===== src/rtl/wdg_pkg.sv =====
package wdg_pkg;

   typedef enum logic {
      RATE_SLOW = 1'b0,
      RATE_FAST = 1'b1
   } wdg_rate_e;

   function automatic bit is_pow2(input int unsigned v);
      return (v != 0) && ((v & (v - 1)) == 0);
   endfunction

endpackage


===== src/rtl/wdg_prescaler.sv =====
module wdg_prescaler #(
   parameter int unsigned FAST_DIV = 32,
   parameter int unsigned SLOW_DIV = 512
) (
   input  logic clk,
   input  logic rst_n,
   output logic fast_en,
   output logic slow_en
);
   import wdg_pkg::*;

   localparam int unsigned FAST_W = $clog2(FAST_DIV);
   localparam int unsigned SLOW_W = $clog2(SLOW_DIV);
   localparam bit          SHARED = is_pow2(FAST_DIV) && is_pow2(SLOW_DIV);

   if (FAST_DIV < 2) begin : g_bad_fast
      $error("wdg_prescaler: FAST_DIV must be at least 2");
   end
   if (SLOW_DIV <= FAST_DIV || (SLOW_DIV % FAST_DIV) != 0) begin : g_bad_slow
      $error("wdg_prescaler: SLOW_DIV must be a larger multiple of FAST_DIV");
   end

   if (SHARED) begin : g_shared
      // one binary counter; the fast enable taps its low bits
      logic [SLOW_W-1:0] div_q;
      always_ff @(posedge clk or negedge rst_n) begin
         if (!rst_n) div_q <= '0;
         else        div_q <= div_q + 1'b1;
      end
      assign fast_en = &div_q[FAST_W-1:0];
      assign slow_en = &div_q;
   end else begin : g_split
      // two modulo counters started together stay phase aligned
      logic [FAST_W-1:0] fdiv_q;
      logic [SLOW_W-1:0] sdiv_q;
      logic              f_last;
      logic              s_last;
      assign f_last = (fdiv_q == FAST_W'(FAST_DIV - 1));
      assign s_last = (sdiv_q == SLOW_W'(SLOW_DIV - 1));
      always_ff @(posedge clk or negedge rst_n) begin
         if (!rst_n) begin
            fdiv_q <= '0;
            sdiv_q <= '0;
         end else begin
            fdiv_q <= f_last ? '0 : fdiv_q + 1'b1;
            sdiv_q <= s_last ? '0 : sdiv_q + 1'b1;
         end
      end
      assign fast_en = f_last;
      assign slow_en = s_last;
   end

   // every slow enable coincides with a fast one (free-running, aligned)
   p_slow_on_fast_r10: assert property (@(posedge clk) disable iff (!rst_n)
      slow_en |-> fast_en);

endmodule


===== src/rtl/wdg_tick_sel.sv =====
module wdg_tick_sel (
   input  logic clk,
   input  logic rst_n,
   input  logic rate_wr,
   input  logic rate_fast,
   input  logic stop_mode,
   input  logic bus_hold,
   input  logic dma_busy,
   input  logic mem_refresh,
   input  logic fast_en,
   input  logic slow_en,
   output logic tick
);
   import wdg_pkg::*;

   wdg_rate_e rate_q;
   logic      frozen;
   logic      raw_tick;

   always_ff @(posedge clk or negedge rst_n) begin
      if (!rst_n)       rate_q <= RATE_SLOW;
      else if (rate_wr) rate_q <= wdg_rate_e'(rate_fast);
   end

   assign frozen   = bus_hold | dma_busy | mem_refresh;
   assign raw_tick = (stop_mode || rate_q == RATE_FAST) ? fast_en : slow_en;
   assign tick     = raw_tick & ~frozen;

   // no tick reaches the counter while a bus master owns the bus
   p_no_tick_frozen_r7: assert property (@(posedge clk) disable iff (!rst_n)
      (bus_hold || dma_busy || mem_refresh) |-> !tick);
   // in stop mode only fast enables can produce a tick
   p_stop_fast_r3: assert property (@(posedge clk) disable iff (!rst_n)
      (stop_mode && tick) |-> fast_en);

endmodule


===== src/rtl/wdg_counter.sv =====
module wdg_counter #(
   parameter int unsigned CNT_W = 12
) (
   input  logic             clk,
   input  logic             rst_n,
   input  logic             tick,
   input  logic             kick,
   input  logic             stop_req,
   input  logic             irq_clr,
   output logic [CNT_W-1:0] count,
   output logic             irq
);
   localparam logic [CNT_W-1:0] ALL_ONES = '1;
   localparam logic [CNT_W-1:0] MSB_ONLY = {1'b1, {(CNT_W-1){1'b0}}};

   if (CNT_W < 2) begin : g_bad_width
      $error("wdg_counter: CNT_W must be at least 2");
   end

   logic [CNT_W-1:0] cnt_q;
   logic             irq_q;
   logic             reload;
   logic             wrap;

   assign reload = kick | stop_req;
   assign wrap   = tick & (cnt_q == MSB_ONLY);

   always_ff @(posedge clk or negedge rst_n) begin
      if (!rst_n) begin
         cnt_q <= ALL_ONES;
         irq_q <= 1'b0;
      end else begin
         if (reload || wrap) cnt_q <= ALL_ONES;
         else if (tick)      cnt_q <= cnt_q - 1'b1;
         if (wrap && !reload) irq_q <= 1'b1;
         else if (irq_clr)    irq_q <= 1'b0;
      end
   end

   assign count = cnt_q;
   assign irq   = irq_q;

   // any reload request leaves all ones after the edge
   p_reload_ones_r4: assert property (@(posedge clk) disable iff (!rst_n)
      (kick || stop_req) |=> (count == ALL_ONES));
   // MSB never seen low
   p_msb_high_r6: assert property (@(posedge clk) disable iff (!rst_n)
      count[CNT_W-1]);
   // an ordinary tick lowers the count by exactly one
   p_step_one_r2: assert property (@(posedge clk) disable iff (!rst_n)
      (tick && !kick && !stop_req && count != MSB_ONLY)
      |=> (count == $past(count) - 1'b1));
   // without tick or reload the count holds
   p_hold_r7: assert property (@(posedge clk) disable iff (!rst_n)
      (!tick && !kick && !stop_req) |=> $stable(count));
   // request sticks until cleared
   p_irq_sticky_r9: assert property (@(posedge clk) disable iff (!rst_n)
      (irq && !irq_clr) |=> irq);
   // a reload suppresses a new request
   p_reload_no_irq_r8: assert property (@(posedge clk) disable iff (!rst_n)
      (!irq && (kick || stop_req)) |=> !irq);

endmodule


===== src/rtl/prescaled_watchdog.sv =====
module prescaled_watchdog #(
   parameter int unsigned CNT_W    = 12,
   parameter int unsigned FAST_DIV = 32,
   parameter int unsigned SLOW_DIV = 512
) (
   input  logic             clk,
   input  logic             rst_n,
   input  logic             kick,
   input  logic             rate_wr,
   input  logic             rate_fast,
   input  logic             stop_req,
   input  logic             stop_mode,
   input  logic             bus_hold,
   input  logic             dma_busy,
   input  logic             mem_refresh,
   input  logic             irq_clr,
   output logic             irq,
   output logic [CNT_W-1:0] count
);
   logic fast_en;
   logic slow_en;
   logic tick;

   wdg_prescaler #(
      .FAST_DIV (FAST_DIV),
      .SLOW_DIV (SLOW_DIV)
   ) i_presc (
      .clk     (clk),
      .rst_n   (rst_n),
      .fast_en (fast_en),
      .slow_en (slow_en)
   );

   wdg_tick_sel i_sel (
      .clk         (clk),
      .rst_n       (rst_n),
      .rate_wr     (rate_wr),
      .rate_fast   (rate_fast),
      .stop_mode   (stop_mode),
      .bus_hold    (bus_hold),
      .dma_busy    (dma_busy),
      .mem_refresh (mem_refresh),
      .fast_en     (fast_en),
      .slow_en     (slow_en),
      .tick        (tick)
   );

   wdg_counter #(
      .CNT_W (CNT_W)
   ) i_cnt (
      .clk      (clk),
      .rst_n    (rst_n),
      .tick     (tick),
      .kick     (kick),
      .stop_req (stop_req),
      .irq_clr  (irq_clr),
      .count    (count),
      .irq      (irq)
   );

endmodule


===== config.mk =====
export PLATFORM = sky130hd
export DESIGN_NAME = prescaled_watchdog
export DESIGN_NICKNAME = d
export VERILOG_FILES = /design/src/rtl/wdg_pkg.sv /design/src/rtl/wdg_prescaler.sv /design/src/rtl/wdg_tick_sel.sv /design/src/rtl/wdg_counter.sv /design/src/rtl/prescaled_watchdog.sv
export SDC_FILE = /design/constraint.sdc
export NUM_CORES = 1
export LEC_CHECK = 0
export ABC_AREA = 0
export BUFFER_PORTS_ARGS = -buffer_cell sky130_fd_sc_hd__buf_2
export CORE_MARGIN = 10
export CORE_UTILIZATION = 56
export CTS_BUF_LIST = sky130_fd_sc_hd__clkbuf_16
export DETAILED_ROUTE_END_ITERATION = 10
export PLACE_DENSITY = 0.86
export SETUP_SLACK_MARGIN = 0.4
export SYNTH_ARGS = -nofsm -noshare
export SYNTH_HDL_FRONTEND = slang
export SYNTH_HIERARCHICAL = 1
export SYNTH_SLANG_ARGS = --single-unit

===== constraint.sdc =====
create_clock -name clk -period 4.5 [get_ports clk]
set_input_delay 0.675 -clock clk [delete_from_list [all_inputs] [get_ports clk]]
set_output_delay 0.675 -clock clk [all_outputs]
set_load 0.005 [all_outputs]

## Yosys cells after proc, flatten, opt, wreduce, memory -nomap -nowiden

Cells that the tools add are included.

| storage, ports and cells | value |
|---|---|
| memories kept | 0 |
| output and inout port bits | 13 |
| input bits | 11 |
| bits in registers | 23 |
| word-level logic and storage cells | 26 |
| memory bits (writable) | 0 |
| ROM bits | 0 |
| latch bits | 0 |

| operators by class | value |
|---|---|
| multiplexer cells | 5 |
| $mul | 0 |
| add/subtract/negate cells | 2 |
| divide/modulo/power cells | 0 |
| eq/ne operators | 1 |
| magnitude comparators | 0 |
| bitwise operators | 6 |
| reduce and logical (&&, ||, !) cells | 8 |
| shift operators | 0 |

Operators by type and width:

| operator | number |
|---|---|
| 2-to-1 mux 12 bit | 2 |
| == test 12 bit, second input constant | 1 |
| subtractor 12 x 1 -> 12 bit, second input constant | 1 |
| adder 9 x 1 -> 9 bit, second input constant | 1 |
| AND reduction 9 bit | 1 |
| AND reduction 5 bit | 1 |
| nonzero test 2 bit | 2 |
| 2-to-1 mux 1 bit | 3 |
| bitwise OR 1 bit | 3 |
| AND 1 bit | 2 |
| logical OR 1 bit | 2 |
| logical AND 1 bit | 1 |
| logical NOT 1 bit | 1 |
| inverter 1 bit | 1 |

## Longest topological paths before layout

Gate-level depths: netlist of the first run.

| logic depth | value |
|---|---|
| depth after elaboration | 7 |
| gate-level depth with buffers | 10 |
| mapped depth without buffers | 10 |

## Modules after synthesis

Netlist of the first run, hierarchy kept.

Modules (own cells, without submodules):

| module | area each (um^2) | times used | cells each | sequential area each (um^2) |
|---|---|---|---|---|
| wdg_counter | 665.6 | 1 | 66 | 340.3 |
| wdg_prescaler | 364.1 | 1 | 27 | 225.2 |
| wdg_tick_sel | 65.1 | 1 | 5 | 25.0 |

## Worst setup path before layout of the first run

No wires, ideal clock.

| timing path | value |
|---|---|
| kind | register -> register |
| from | reg i_presc.g_shared.div_q[0] |
| to | reg i_cnt.cnt_q[11] (netlist: i_cnt/count[11]) |
| arrival | 2.636 ns |
| stages on the path, launching flop included | 11 |
| clock period less this slack | 2.726 ns |
| library setup time | 0.090 ns |
| data required time | 4.410 ns |
| slack | 1.774 ns |
| buffers on the path | 0 |
| cell sequence | dfrtp_1 ha_1 and3_4 and3_1 ha_1 or3b_1 a2111oi_2 nor4b_4 nand4_1 mux2i_1 nand2_1 |

| on the way | value |
|---|---|
| word-level cells in the longest chain between the ends | 6 |
| elaborated cells between the ends (all ways) | 8 |
| those cells by class | 2 x mux; 2 x bitwise; 4 x reduce/logical |

Ends and longest elaborated chain:

| item | RTL line | source |
|---|---|---|
| from (decl) | wdg_prescaler.sv:25 | `logic [SLOW_W-1:0] div_q;` |
| from (signal assigned) | wdg_prescaler.sv:28 | `else div_q <= div_q + 1'b1;` |
| AND reduction 9 bit * | wdg_prescaler.sv:31 | `assign slow_en = &div_q;` |
| net slow_en | prescaled_watchdog.sv:21 | `logic slow_en;` |
| 2-to-1 mux 1 bit * | wdg_tick_sel.sv:26 | `assign raw_tick = (stop_mode \|\| rate_q == RATE_FAST) ? fast_en : slow_en;` |
| AND 1 bit * | wdg_tick_sel.sv:27 | `assign tick = raw_tick & ~frozen;` |
| net tick | prescaled_watchdog.sv:22 | `logic tick;` |
| AND 1 bit | wdg_counter.sv:26 | `assign wrap = tick & (cnt_q == MSB_ONLY);` |
| logical OR 1 bit | wdg_counter.sv:33 | `if (reload \|\| wrap) cnt_q <= ALL_ONES;` |
| 2-to-1 mux 12 bit or nonzero test 2 bit (tied branches) | n/a |  |
| to (signal assigned) | wdg_counter.sv:34 | `else if (tick) cnt_q <= cnt_q - 1'b1;` |
| to (decl) | wdg_counter.sv:20 | `logic [CNT_W-1:0] cnt_q;` |

Mark *: on every way through the listed nets, which the timed path passes. The rest lies on a longest branch.
A chain may end at the register's enable or synchronous reset.

## Worst setup path in the final report of the first run

Ends and elaborated chain as after synthesis.

==> results of run 1 <==
## metal layers
metal / share of wire / vias up
met5: 0 / -
met4: 0.0056 / 0
li1: - / 385
met2: 0.57 / 8
met1: 0.39 / 388
met3: 0.040 / 2
## power by group through the flow
| stage | sequential, W | combinational, W | clock (W) |
|---|---|---|---|
| final | 0.000209 | 0.0000114 | 0.000188 |
| after global routing | 0.000209 | 0.0000128 | 0.000203 |
| after CTS | 0.000209 | 0.0000119 | 0.000194 |
| after detailed placement | 0.000212 | 0.0000119 | 0 |
| after global placement | 0.000212 | 0.0000114 | 0 |
| after floorplan | 0.000212 | 0.00000270 | 0 |
## state kept, by name, indices dropped and copies added, names as in the netlist
register / flops
i_cnt/count: 12
i_presc/g_shared.div_q: 9
i_cnt/irq: 1
i_sel/rate_q: 1
## cell type report
type | count | area (um2)
repair buffers | 23 | 115
fillers | 119 | 462
clock inverters | 1 | 5.00
multi-input cells | 70 | 485
flip-flops and latches | 23 | 591
well taps | 25 | 31.3
clock buffers | 3 | 75.1
inverters | 5 | 18.8
## per-stage QoR
| stage | total power (W) | hold WS, ns | setup WS, ns | area (um2) |
|---|---|---|---|---|
| global route | 0.000424 | 0.412 | 1.13 | 1320 |
| CTS | 0.000415 | 0.398 | 1.42 | 1320 |
| floorplan | 0.000215 | 0.379 | 1.77 | 1090 |
| finish | 0.000409 | 0.384 | 1.46 | 1320 |
| global placement | 0.000224 | 0.452 | 1.56 | 1240 |
| detailed placement | 0.000224 | 0.449 | 1.44 | 1240 |
## cells by family after synthesis
group / Yosys count
compound gates: 5
buf+inv: 5
flops: 23
simple gates: 45
xor+xnor: 14
fa+ha+maj: 4
mux: 2
## critical path, delay by kind of cell (launching register included)
| family | cells | cell delay, ns |
|---|---|---|
| fa+ha+maj | 2 | 0.32 |
| simple gates | 6 | 1.43 |
| mux | 1 | 0.17 |
| flops | 1 | 0.39 |
| compound gates | 1 | 0.64 |
## cells in the mapped netlist
cell,instances
dfrtp_1,11
a2111oi_2,1
nor3_1,1
and3_4,1
o21a_1,1
dfstp_2,12
and3b_2,1
o22ai_1,1
xor2_1,9
nor4b_4,1
nand4_1,3
mux2i_1,1
inv_1,5
mux2_2,1
nand2_1,18
nand3_1,6
nor3_4,1
nand4b_1,1
or3b_1,1
nand3b_1,1
o21ai_0,2
xnor2_1,5
nor2b_1,1
nor2_1,7
ha_1,4
and3_1,2
## worst min-delay path by stage
| stage | endpoint | depth (start not counted) | from | slack, ns |
|---|---|---|---|---|
| 6_report | i_cnt/irq$_DFFE_PN0P_ | 1 | rst_n | 0.38 |
| 2_1_floorplan | i_cnt/irq$_DFFE_PN0P_ | 0 | rst_n | 0.38 |
| 3_3_place_gp | i_presc/g_shared.div_q[7]$_DFF_PN0_ | 1 | i_presc/g_shared.div_q[7]$_DFF_PN0_ | 0.45 |
| 4_1_cts | i_sel/rate_q$_DFFE_PN0P_ | 1 | rst_n | 0.40 |
| 3_5_place_dp | i_presc/g_shared.div_q[7]$_DFF_PN0_ | 1 | i_presc/g_shared.div_q[7]$_DFF_PN0_ | 0.45 |
| 5_1_grt | i_presc/g_shared.div_q[0]$_DFF_PN0_ | 1 | rst_n | 0.41 |
==> tab_implementation.tex, run 1 <==
\begin{tabular}{lr}
\hline
Metric & Value \\
\hline
\multicolumn{2}{l}{\textbf{Drt}} \\
Total number of vias & about 780 \\
Iteration-0 DRC Markers & 21 \\
DR DRC count & 0 \\
Total Wirelength & 2.16 mm \\
Wire length per cell after detailed routing & 14.4 um \\
Pre-antenna DRT Iters & 2 \\
Via count normalized by instance count & 5.22 \\
Post-detailed-route count of antenna-violating nets & 0 \\
\multicolumn{2}{l}{\textbf{Flow run}} \\
Max\_cap viols & 0 \\
\multicolumn{2}{l}{\textbf{Critical path}} \\
Setup crit end kind & flop \\
Critical path arrival & $\sim$3.2 ns \\
CP most frequent cell & ha\_1 \\
CP Launch Type & flop \\
Critical path fanouts, max & 7 \\
Worst endpoint required time & 4.67 ns \\
Worst setup path endpoint & i\_cnt/count[11]\$\_DFFE\_PN1P\_ \\
Slowest cell on the critical path & a2111oi\_2 \\
Type of the worst setup path & flop to flop \\
Start point of the critical path & i\_presc/g\_shared.div\_q[0]\$\_DFF\_PN0\_ \\
Reg2reg setup slack & between 1 and 1.5 ns \\
Max stage delay on crit path & 0.64 ns \\
Reg-to-reg startpoint & i\_presc/g\_shared.div\_q[0]\$\_DFF\_PN0\_ \\
End of the worst register-to-register path & i\_cnt/count[11]\$\_DFFE\_PN1P\_ \\
Count of cells along the worst register-to-register path & 10 \\
Cells traversed along the worst timing path & ha\_1 > and3\_4 > and3\_1 > ha\_1 > or3b\_1 > a2111oi\_2 > nor4b\_4 > nand4\_1 > mux2i\_1 > nand2\_1 \\
\multicolumn{2}{l}{\textbf{Yosys}} \\
Number of cells produced by synthesis & 98 \\
Net count after synthesis & 113 \\
Mux contribution to synthesized area & 0.0194 \\
Post-synthesis register bit count & 23 \\
Xor/xnor cell area share of the yosys netlist & 0.112 \\
Combinational family with the most area after synthesis & simple AND/OR/NAND/NOR gates \\
Cells taking the most area after synthesis & dfstp\_2 29\%, dfrtp\_1 25\%, xor2\_1 7.2\% \\
Register area share after synthesis & 0.539 \\
Fraction of the mapped netlist area in compound gates & 0.0354 \\
Fraction of synthesized cell area taken by the top area cell type & 0.288 \\
Number of unique standard cell types used by synthesis & 26 \\
Yosys warnings & 6 \\
Fraction of the mapped netlist area in simple logic gates & 0.231 \\
Area leader, netlist & dfstp\_2 \\
Post-synthesis share of cell area spent on full adders, half adders and majority gates & 0.0457 \\
Post-synthesis average cell area & roughly 11 um2 \\
Cell Area, Synth & 0.00109 mm2 \\
\multicolumn{2}{l}{\textbf{Global routing}} \\
Met1 track demand over resource in global routing & 0.104 \\
Wire length of the first global-routing pass & 3.74 mm \\
Global route total overflow & 0 \\
Met3 track demand over resource in global routing & 0.0296 \\
Initial antenna violation count & 0 \\
Number of global-route vias before repair & 839 \\
Most used routing layer & met2 \\
Largest net degree at the start of global routing & 24 \\
Global routing usage summed across all routing layers & 0.109 \\
Met2 Use GR & 0.218 \\
\multicolumn{2}{l}{\textbf{Timing}} \\
Maximum frequency from static timing analysis & 329 MHz \\
Final worst-path cycle share & 0.676 \\
Post-route clock skew & between 0.002 and 0.0025 ns \\
Final setup TNS & 0 ns \\
Normalized max-slew margin & 0.530 \\
Time the worst path needs with I/O delays and setup & 3.04 ns \\
Final Slew Violations & 0 \\
RSZ-0062 raised after global routing & no \\
Number of failing hold endpoints at the final stage & 0 \\
Actual slew at the worst max-slew pin & 0.704 ns \\
Total setup violations reported at the end of the flow & 0 \\
\multicolumn{2}{l}{\textbf{Final layout}} \\
End-of-flow core utilization & 0.741 \\
Number of diodes & 0 \\
Fraction of layout cells with a size suffix above 1 & 0.360 \\
Layout area overhead & 20.7\% \\
Most frequent cells in the layout & 23 x buf\_2, 18 x nand2\_1, 12 x dfstp\_2, 11 x dfrtp\_1, 9 x xor2\_1 \\
Number of standard cells in the final layout excluding fillers & 150 \\
Most common library cell in the layout ignoring fill and taps & buf\_2 \\
Final-stage net count & 141 \\
\multicolumn{2}{l}{\textbf{Power}} \\
Sequential fraction of design power & 0.511 \\
Portion of total power attributed to the clock network & 0.461 \\
Share of total power in combinational logic & 0.028 \\
LEAKAGE & 0.614 nW \\
NetSw & 0.0000768 W \\
Max IR drop VDD & between 0.0002 and 0.00025 V \\
Internal power consumption & 0.000332 W \\
Total power per unit cell area & about 310 mW/mm2 \\
Proportion of total power due to net switching & 0.188 \\
\multicolumn{2}{l}{\textbf{Die}} \\
Die extent in x & between 60 and 70 um \\
Area of the core & $\sim$0.0018 mm2 \\
Area enclosed by the die boundary & 0.00412 mm2 \\
I/O pin count & 24 \\
Number of placement rows & 15 \\
Height of the chip & $\sim$64 um \\
Initial Utilization & 0.614 \\
\multicolumn{2}{l}{\textbf{Place}} \\
Dpl hpwl & 1.64 mm \\
Weighted congestion at the end of routability-driven global placement & 0.885 \\
Number of placed instances with taps included & 146 \\
Count of port buffers added during placement & 23 \\
\multicolumn{2}{l}{\textbf{CTS}} \\
CTS tree & yes \\
Number of setup buffers added after CTS & 0 \\
Buffer cell driving the clock tree root & clkbuf\_16 \\
Clock Latency Late Sink & $\sim$0.25 ns \\
CTS Hold Bufs & 0 \\
Inserted Clock Buffers & 3 \\
CTS HTree Levels & 1 \\
Num Clock Sinks & 23 \\
Clock slew at reported path FFs & 0.06 ns \\
Bufs on Longest Clock Path & 2 \\
Number of gates resized after CTS & 0 \\
\multicolumn{2}{l}{\textbf{Run status}} \\
Outcome & complete, no violations \\
\multicolumn{2}{l}{\textbf{Min path}} \\
Hold Path Class & input port to async pin \\
\hline
\end{tabular}
Power figures use the tool's default switching activity.
==> run 2: changes to the inputs <==
- CORE_UTILIZATION: 56 -> 52
- PLACE_DENSITY: 0.86 -> 0.81
- clock period: 4.5 -> 3 ns (I/O delays scaled with it)
==> tab_implementation.tex, run 2 (synthesis results as in run 1) <==
\begin{tabular}{lr}
\hline
Metric & Value \\
\hline
\multicolumn{2}{l}{\textbf{Timing}} \\
Post-route clock skew & 0.00155 ns \\
Normalized max-slew margin & 0.680 \\
Maximum frequency from static timing analysis & between 300 and 400 MHz \\
Total setup violations reported at the end of the flow & 0 \\
Final-layout worst hold slack & 0.153 ns \\
Final Slew Violations & 0 \\
Actual slew at the worst max-slew pin & 0.480 ns \\
Time the worst path needs with I/O delays and setup & 2.59 ns \\
Number of failing hold endpoints at the final stage & 0 \\
Final setup TNS & 0 ns \\
RSZ-0062 raised after global routing & yes \\
Final worst-path cycle share & 0.863 \\
\multicolumn{2}{l}{\textbf{Die}} \\
Die extent in x & 65.9 um \\
Number of placement rows & 16 \\
Area enclosed by the die boundary & 0.00434 mm2 \\
Height of the chip & 65.9 um \\
Initial Utilization & 0.552 \\
Area of the core & 0.00198 mm2 \\
I/O pin count & 24 \\
\multicolumn{2}{l}{\textbf{Drt}} \\
Iteration-0 DRC Markers & 21 \\
Via count normalized by instance count & 5.11 \\
Post-detailed-route count of antenna-violating nets & 0 \\
Pre-antenna DRT Iters & 4 \\
Wire length per cell after detailed routing & roughly 14 um \\
Wire length on met2 & 1.14 mm \\
DR WL met3 & 147 um \\
Total number of vias & 823 \\
Total Wirelength & 2.23 mm \\
DR DRC count & 0 \\
Uppermost layer routed & met4 \\
Wire length the detailed router placed on met1 & $\sim$930 um \\
\multicolumn{2}{l}{\textbf{Global routing}} \\
Initial antenna violation count & 0 \\
Largest net degree at the start of global routing & 24 \\
Global route total overflow & 0 \\
Number of global-route vias before repair & $\sim$900 \\
Global routing usage summed across all routing layers & 0.110 \\
Wire length of the first global-routing pass & 3.88 mm \\
\multicolumn{2}{l}{\textbf{Final layout}} \\
Layout area overhead & 32.9\% \\
Number of diodes & 0 \\
Most common library cell in the layout ignoring fill and taps & buf\_2 \\
FILL cells & 126 \\
Final-stage net count & 150 \\
Flip-flop count of the largest register after layout & 12 \\
End-of-flow core utilization & 0.734 \\
Area of combinational cells with multiple inputs & about 550 um2 \\
Most frequent cells in the layout & 23 x buf\_2, 18 x nand2\_1, 12 x dfstp\_2, 11 x dfrtp\_1, 9 x xor2\_1 \\
Fraction of layout cells with a size suffix above 1 & 0.463 \\
Sequential Area & 591 um2 \\
\multicolumn{2}{l}{\textbf{Critical path}} \\
Critical path arrival & 2.77 ns \\
Type of the worst setup path & flop to flop \\
Setup crit end kind & flop \\
Worst endpoint required time & $\sim$3.2 ns \\
Critical path fanouts, max & 3 \\
CP Launch Type & flop \\
\multicolumn{2}{l}{\textbf{Place}} \\
Count of port buffers added during placement & 23 \\
Weighted congestion at the end of routability-driven global placement & between 0.8 and 0.9 \\
Dpl hpwl & 1.67 mm \\
\multicolumn{2}{l}{\textbf{Power}} \\
Max IR drop VDD & between 0.0003 and 0.0004 V \\
Total power per unit cell area & 423 mW/mm2 \\
LEAKAGE & 0.667 nW \\
Total Power & 0.000615 W \\
\multicolumn{2}{l}{\textbf{Min path}} \\
Hold Path Class & input port to async pin \\
\multicolumn{2}{l}{\textbf{CTS}} \\
CTS Hold Bufs & 0 \\
CTS HTree Levels & 1 \\
Buffer cell driving the clock tree root & clkbuf\_16 \\
Clock Latency Late Sink & 0.25 ns \\
Num Clock Sinks & 23 \\
Bufs on Longest Clock Path & 2 \\
Inserted Clock Buffers & 3 \\
Clock slew at reported path FFs & 0.06 ns \\
CTS tree & yes \\
\multicolumn{2}{l}{\textbf{Flow run}} \\
Max\_cap viols & 0 \\
\multicolumn{2}{l}{\textbf{Run status}} \\
Outcome & complete, no violations \\
\hline
\end{tabular}
[run 2: repair_timing]
item | in CTS | in global routing
buffers inserted | 7 | 1
gates cloned | 0 | 0
pin swaps | 6 | 9
resized for setup | 8 | 3
setup endpoints to repair | 9 | 11
[run 2: worst paths after layout]
check / startpoint / to / slack [ns] / cells past startpoint
hold reg to reg: i_presc/g_shared.div_q[7]$_DFF_PN0_ / i_presc/g_shared.div_q[7]$_DFF_PN0_ / 0.48 / 1
min in group clk: irq_clr / i_cnt/irq$_DFFE_PN0P_ / 0.40 / 2
hold / removal: rst_n / i_presc/g_shared.div_q[8]$_DFF_PN0_ / 0.15 / 1
max in group asynchronous: rst_n / i_cnt/count[11]$_DFFE_PN1P_ / 2.50 / 1
setup / recovery: i_presc/g_shared.div_q[1]$_DFF_PN0_ / i_cnt/count[7]$_DFFE_PN1P_ / 0.41 / 11
setup reg to reg: i_presc/g_shared.div_q[1]$_DFF_PN0_ / i_cnt/count[7]$_DFFE_PN1P_ / 0.41 / 11
[run 2: metrics by stage]
stage	std cells	setup slack [ns]	area, um2
finish	161	0.410	1460
global route	161	0.283	1460
CTS	160	0.336	1430
detailed placement	149	0.316	1260
global placement	149	0.371	1260
floorplan	98	0.396	1110
[run 2: layout make-up]
class | count | area share
flip-flops and latches | 23 | 0.406
multi-input cells | 70 | 0.375
repair buffers | 32 | 0.128
clock buffers | 3 | 0.0516
well taps | 27 | 0.0232
inverters | 5 | 0.0129
clock inverters | 1 | 0.00344
[run 2: critical path, stage by stage, from the launching register on]
cell and delay [ns]:
dfrtp_1 0.35, ha_2 0.18, and3_4 0.18, and3_4 0.18
ha_4 0.11, or3b_4 0.37, a2111oi_4 0.36, nor4b_4 0.31
buf_4 0.18, nand3_2 0.08, xor2_1 0.15, nand2_1 0.07
[run 2: routing by layer]
| layer | vias to the layer above | global-route usage |
|---|---|---|
| li1 | 401 | - |
| met1 | 401 | 0.117 |
| met2 | 19 | 0.196 |
| met3 | 2 | 0.0390 |
| met4 | 0 | 0.0401 |
| met5 | - | 0 |
[run 2: power by group]
group | total [W] | switching [W] | internal (W)
Combinational | 0.0000187 | 0.0000113 | 0.00000736
Sequential | 0.000314 | 0.00000102 | 0.000312
Clock | 0.000283 | 0.000104 | 0.000179
Total | 0.000615 | 0.000116 | 0.000499
==> run 3: changes to the inputs <==
- CORE_UTILIZATION: 52 -> 59
- CTS_BUF_LIST: sky130_fd_sc_hd__clkbuf_16 -> sky130_fd_sc_hd__clkbuf_4
- PLACE_DENSITY: 0.81 -> 0.9
- clock period: 3 -> 3.2 ns (I/O delays scaled with it)
==> tab_implementation.tex, run 3 (synthesis results as in run 1) <==
\begin{tabular}{lr}
\hline
Metric & Value \\
\hline
\multicolumn{2}{l}{\textbf{Run status}} \\
Outcome & complete, no violations \\
\multicolumn{2}{l}{\textbf{Timing}} \\
Maximum frequency from static timing analysis & between 300 and 400 MHz \\
Actual slew at the worst max-slew pin & 0.496 ns \\
Normalized max-slew margin & 0.669 \\
Final worst-path cycle share & 0.874 \\
Post-route clock skew & 0.00271 ns \\
Time the worst path needs with I/O delays and setup & 2.80 ns \\
Final setup TNS & 0 ns \\
RSZ-0062 raised after global routing & yes \\
Final Slew Violations & 0 \\
Final-layout worst hold slack & roughly 0.12 ns \\
Number of failing hold endpoints at the final stage & 0 \\
Total setup violations reported at the end of the flow & 0 \\
\multicolumn{2}{l}{\textbf{Final layout}} \\
FILL cells & 111 \\
Most common library cell in the layout ignoring fill and taps & buf\_2 \\
Final-stage net count & 149 \\
Layout area overhead & 25.9\% \\
Final Cell Area & about 0.0014 mm2 \\
Number of diodes & 0 \\
Most frequent cells in the layout & 23 x buf\_2, 17 x nand2\_1, 12 x dfstp\_2, 11 x dfrtp\_1, 9 x xor2\_1 \\
Fraction of layout cells with a size suffix above 1 & 0.451 \\
Flip-flop count of the largest register after layout & 12 \\
\multicolumn{2}{l}{\textbf{Drt}} \\
Total Wirelength & 2.41 mm \\
Wire length on met2 & 1.30 mm \\
DR DRC count & 0 \\
Via count normalized by instance count & between 5 and 6 \\
Iteration-0 DRC Markers & 23 \\
Total number of vias & 843 \\
Post-detailed-route count of antenna-violating nets & 0 \\
Wire length the detailed router placed on met1 & 927 um \\
Wire length per cell after detailed routing & about 15 um \\
Pre-antenna DRT Iters & 4 \\
Uppermost layer routed & met4 \\
DR WL met3 & 170 um \\
\multicolumn{2}{l}{\textbf{Power}} \\
Max IR drop VDD & around 0.00022 V \\
LEAKAGE & 0.640 nW \\
Total power per unit cell area & between 300 and 400 mW/mm2 \\
\multicolumn{2}{l}{\textbf{Flow run}} \\
Max\_cap viols & 0 \\
\multicolumn{2}{l}{\textbf{Critical path}} \\
End of the worst register-to-register path & i\_cnt/count[9]\$\_DFFE\_PN1P\_ \\
CP Launch Type & flop \\
Critical path arrival & 3.04 ns \\
Type of the worst setup path & flop to flop \\
Cells traversed along the worst timing path & ha\_2 > and3\_4 > and3\_4 > ha\_4 > or3b\_4 > a2111oi\_4 > nor4b\_4 > buf\_4 > nand4b\_1 > xor2\_1 > nand2\_1 \\
Slowest cell on the critical path & a2111oi\_4 \\
CP most frequent cell & and3\_4 \\
Worst endpoint required time & 3.45 ns \\
Reg-to-reg startpoint & i\_presc/g\_shared.div\_q[1]\$\_DFF\_PN0\_ \\
Critical path fanouts, max & 3 \\
Reg2reg setup slack & 0.40 ns \\
Setup crit end kind & flop \\
Count of cells along the worst register-to-register path & 11 \\
Max stage delay on crit path & about 0.41 ns \\
\multicolumn{2}{l}{\textbf{Die}} \\
Initial Utilization & 0.627 \\
Number of placement rows & 15 \\
Area enclosed by the die boundary & 0.00398 mm2 \\
I/O pin count & 24 \\
Area of the core & 0.00175 mm2 \\
Die extent in x & 63.1 um \\
Height of the chip & 63.1 um \\
\multicolumn{2}{l}{\textbf{Global routing}} \\
Largest net degree at the start of global routing & 24 \\
Global routing usage summed across all routing layers & 0.119 \\
Wire length of the first global-routing pass & 3.97 mm \\
Global route total overflow & 0 \\
Initial antenna violation count & 0 \\
Number of global-route vias before repair & 903 \\
\multicolumn{2}{l}{\textbf{Place}} \\
Post-detailed-placement cell area & around 0.0012 mm2 \\
Dpl hpwl & 1.77 mm \\
Count of port buffers added during placement & 23 \\
Weighted congestion at the end of routability-driven global placement & about 0.85 \\
\multicolumn{2}{l}{\textbf{CTS}} \\
Clock slew at reported path FFs & 0.13 ns \\
CTS HTree Levels & 1 \\
Clock Latency Late Sink & a little over 0.3 ns \\
Num Clock Sinks & 23 \\
Bufs on Longest Clock Path & 2 \\
Inserted Clock Buffers & 3 \\
CTS tree & yes \\
CTS Hold Bufs & 0 \\
Buffer cell driving the clock tree root & clkbuf\_4 \\
\multicolumn{2}{l}{\textbf{Min path}} \\
Hold Path Class & input port to async pin \\
\hline
\end{tabular}
-- run 3: cell types whose count changed in the layout (fill, tap and decap cells not counted), sizes merged --
cell,delta
buf,-1
-- run 3: worst max path at each step --
stage | from | cells past startpoint | to
3_3_place_gp | i_presc/g_shared.div_q[0]$_DFF_PN0_ | 10 | i_cnt/count[11]$_DFFE_PN1P_
5_1_grt | i_presc/g_shared.div_q[1]$_DFF_PN0_ | 11 | i_cnt/count[9]$_DFFE_PN1P_
3_5_place_dp | i_presc/g_shared.div_q[0]$_DFF_PN0_ | 10 | i_cnt/count[11]$_DFFE_PN1P_
6_report | i_presc/g_shared.div_q[1]$_DFF_PN0_ | 11 | i_cnt/count[9]$_DFFE_PN1P_
4_1_cts | i_presc/g_shared.div_q[0]$_DFF_PN0_ | 10 | i_cnt/count[0]$_DFFE_PN1P_
2_1_floorplan | i_presc/g_shared.div_q[0]$_DFF_PN0_ | 10 | i_cnt/count[11]$_DFFE_PN1P_
-- run 3: power by group --
group          switching [W]  internal (W)  leakage, nW  total (W)
clock              0.0000860     0.0000466       0.0177   0.000133
combinational      0.0000107    0.00000645        0.359  0.0000172
sequential       0.000000955      0.000293        0.263   0.000294
-- run 3: layout make-up --
type / count / area (um2) / share of cell area
clock inverter: 1 / 5.00 / 0.00363
tap: 25 / 31.3 / 0.0227
inverter: 5 / 18.8 / 0.0136
clock buffer: 3 / 22.5 / 0.0163
sequential: 23 / 591 / 0.428
multi-input combinational: 70 / 532 / 0.386
timing repair buffer: 31 / 179 / 0.130
-- run 3: worst max-delay path, delay by kind of cell, from the launching register on --
family | cells | cell delay (ns)
XOR/XNOR | 1 | 0.18
AO/OA/AOI/OAI | 1 | 0.41
adder cells (fa/ha/maj) | 2 | 0.32
buffers and inverters | 1 | 0.16
AND/OR/NAND/NOR | 6 | 1.28
flip-flops | 1 | 0.40
-- run 3: repair_timing --
item,in CTS,in global routing
buffers inserted,2,5
resized for setup,0,10
endpoints found under the setup margin,1,9
pin swaps,0,3
-- run 3: layer usage --
layer | vias up | GRT usage
li1 | 400 | -
met1 | 413 | 0.127
met2 | 28 | 0.207
met3 | 2 | 0.0424
met4 | 0 | 0.0503
met5 | - | 0
-- run 3: per-stage QoR --
stage          setup WS (ns)  cells  power (W)  utilization
3_3_place_gp           0.540    147   0.000314        0.715
2_1_floorplan          0.474     98   0.000302            -
6_report               0.403    158   0.000444        0.790
3_5_place_dp           0.423    147   0.000315        0.715
5_1_grt                0.228    158   0.000465        0.790
4_1_cts                0.452    153   0.000444        0.740
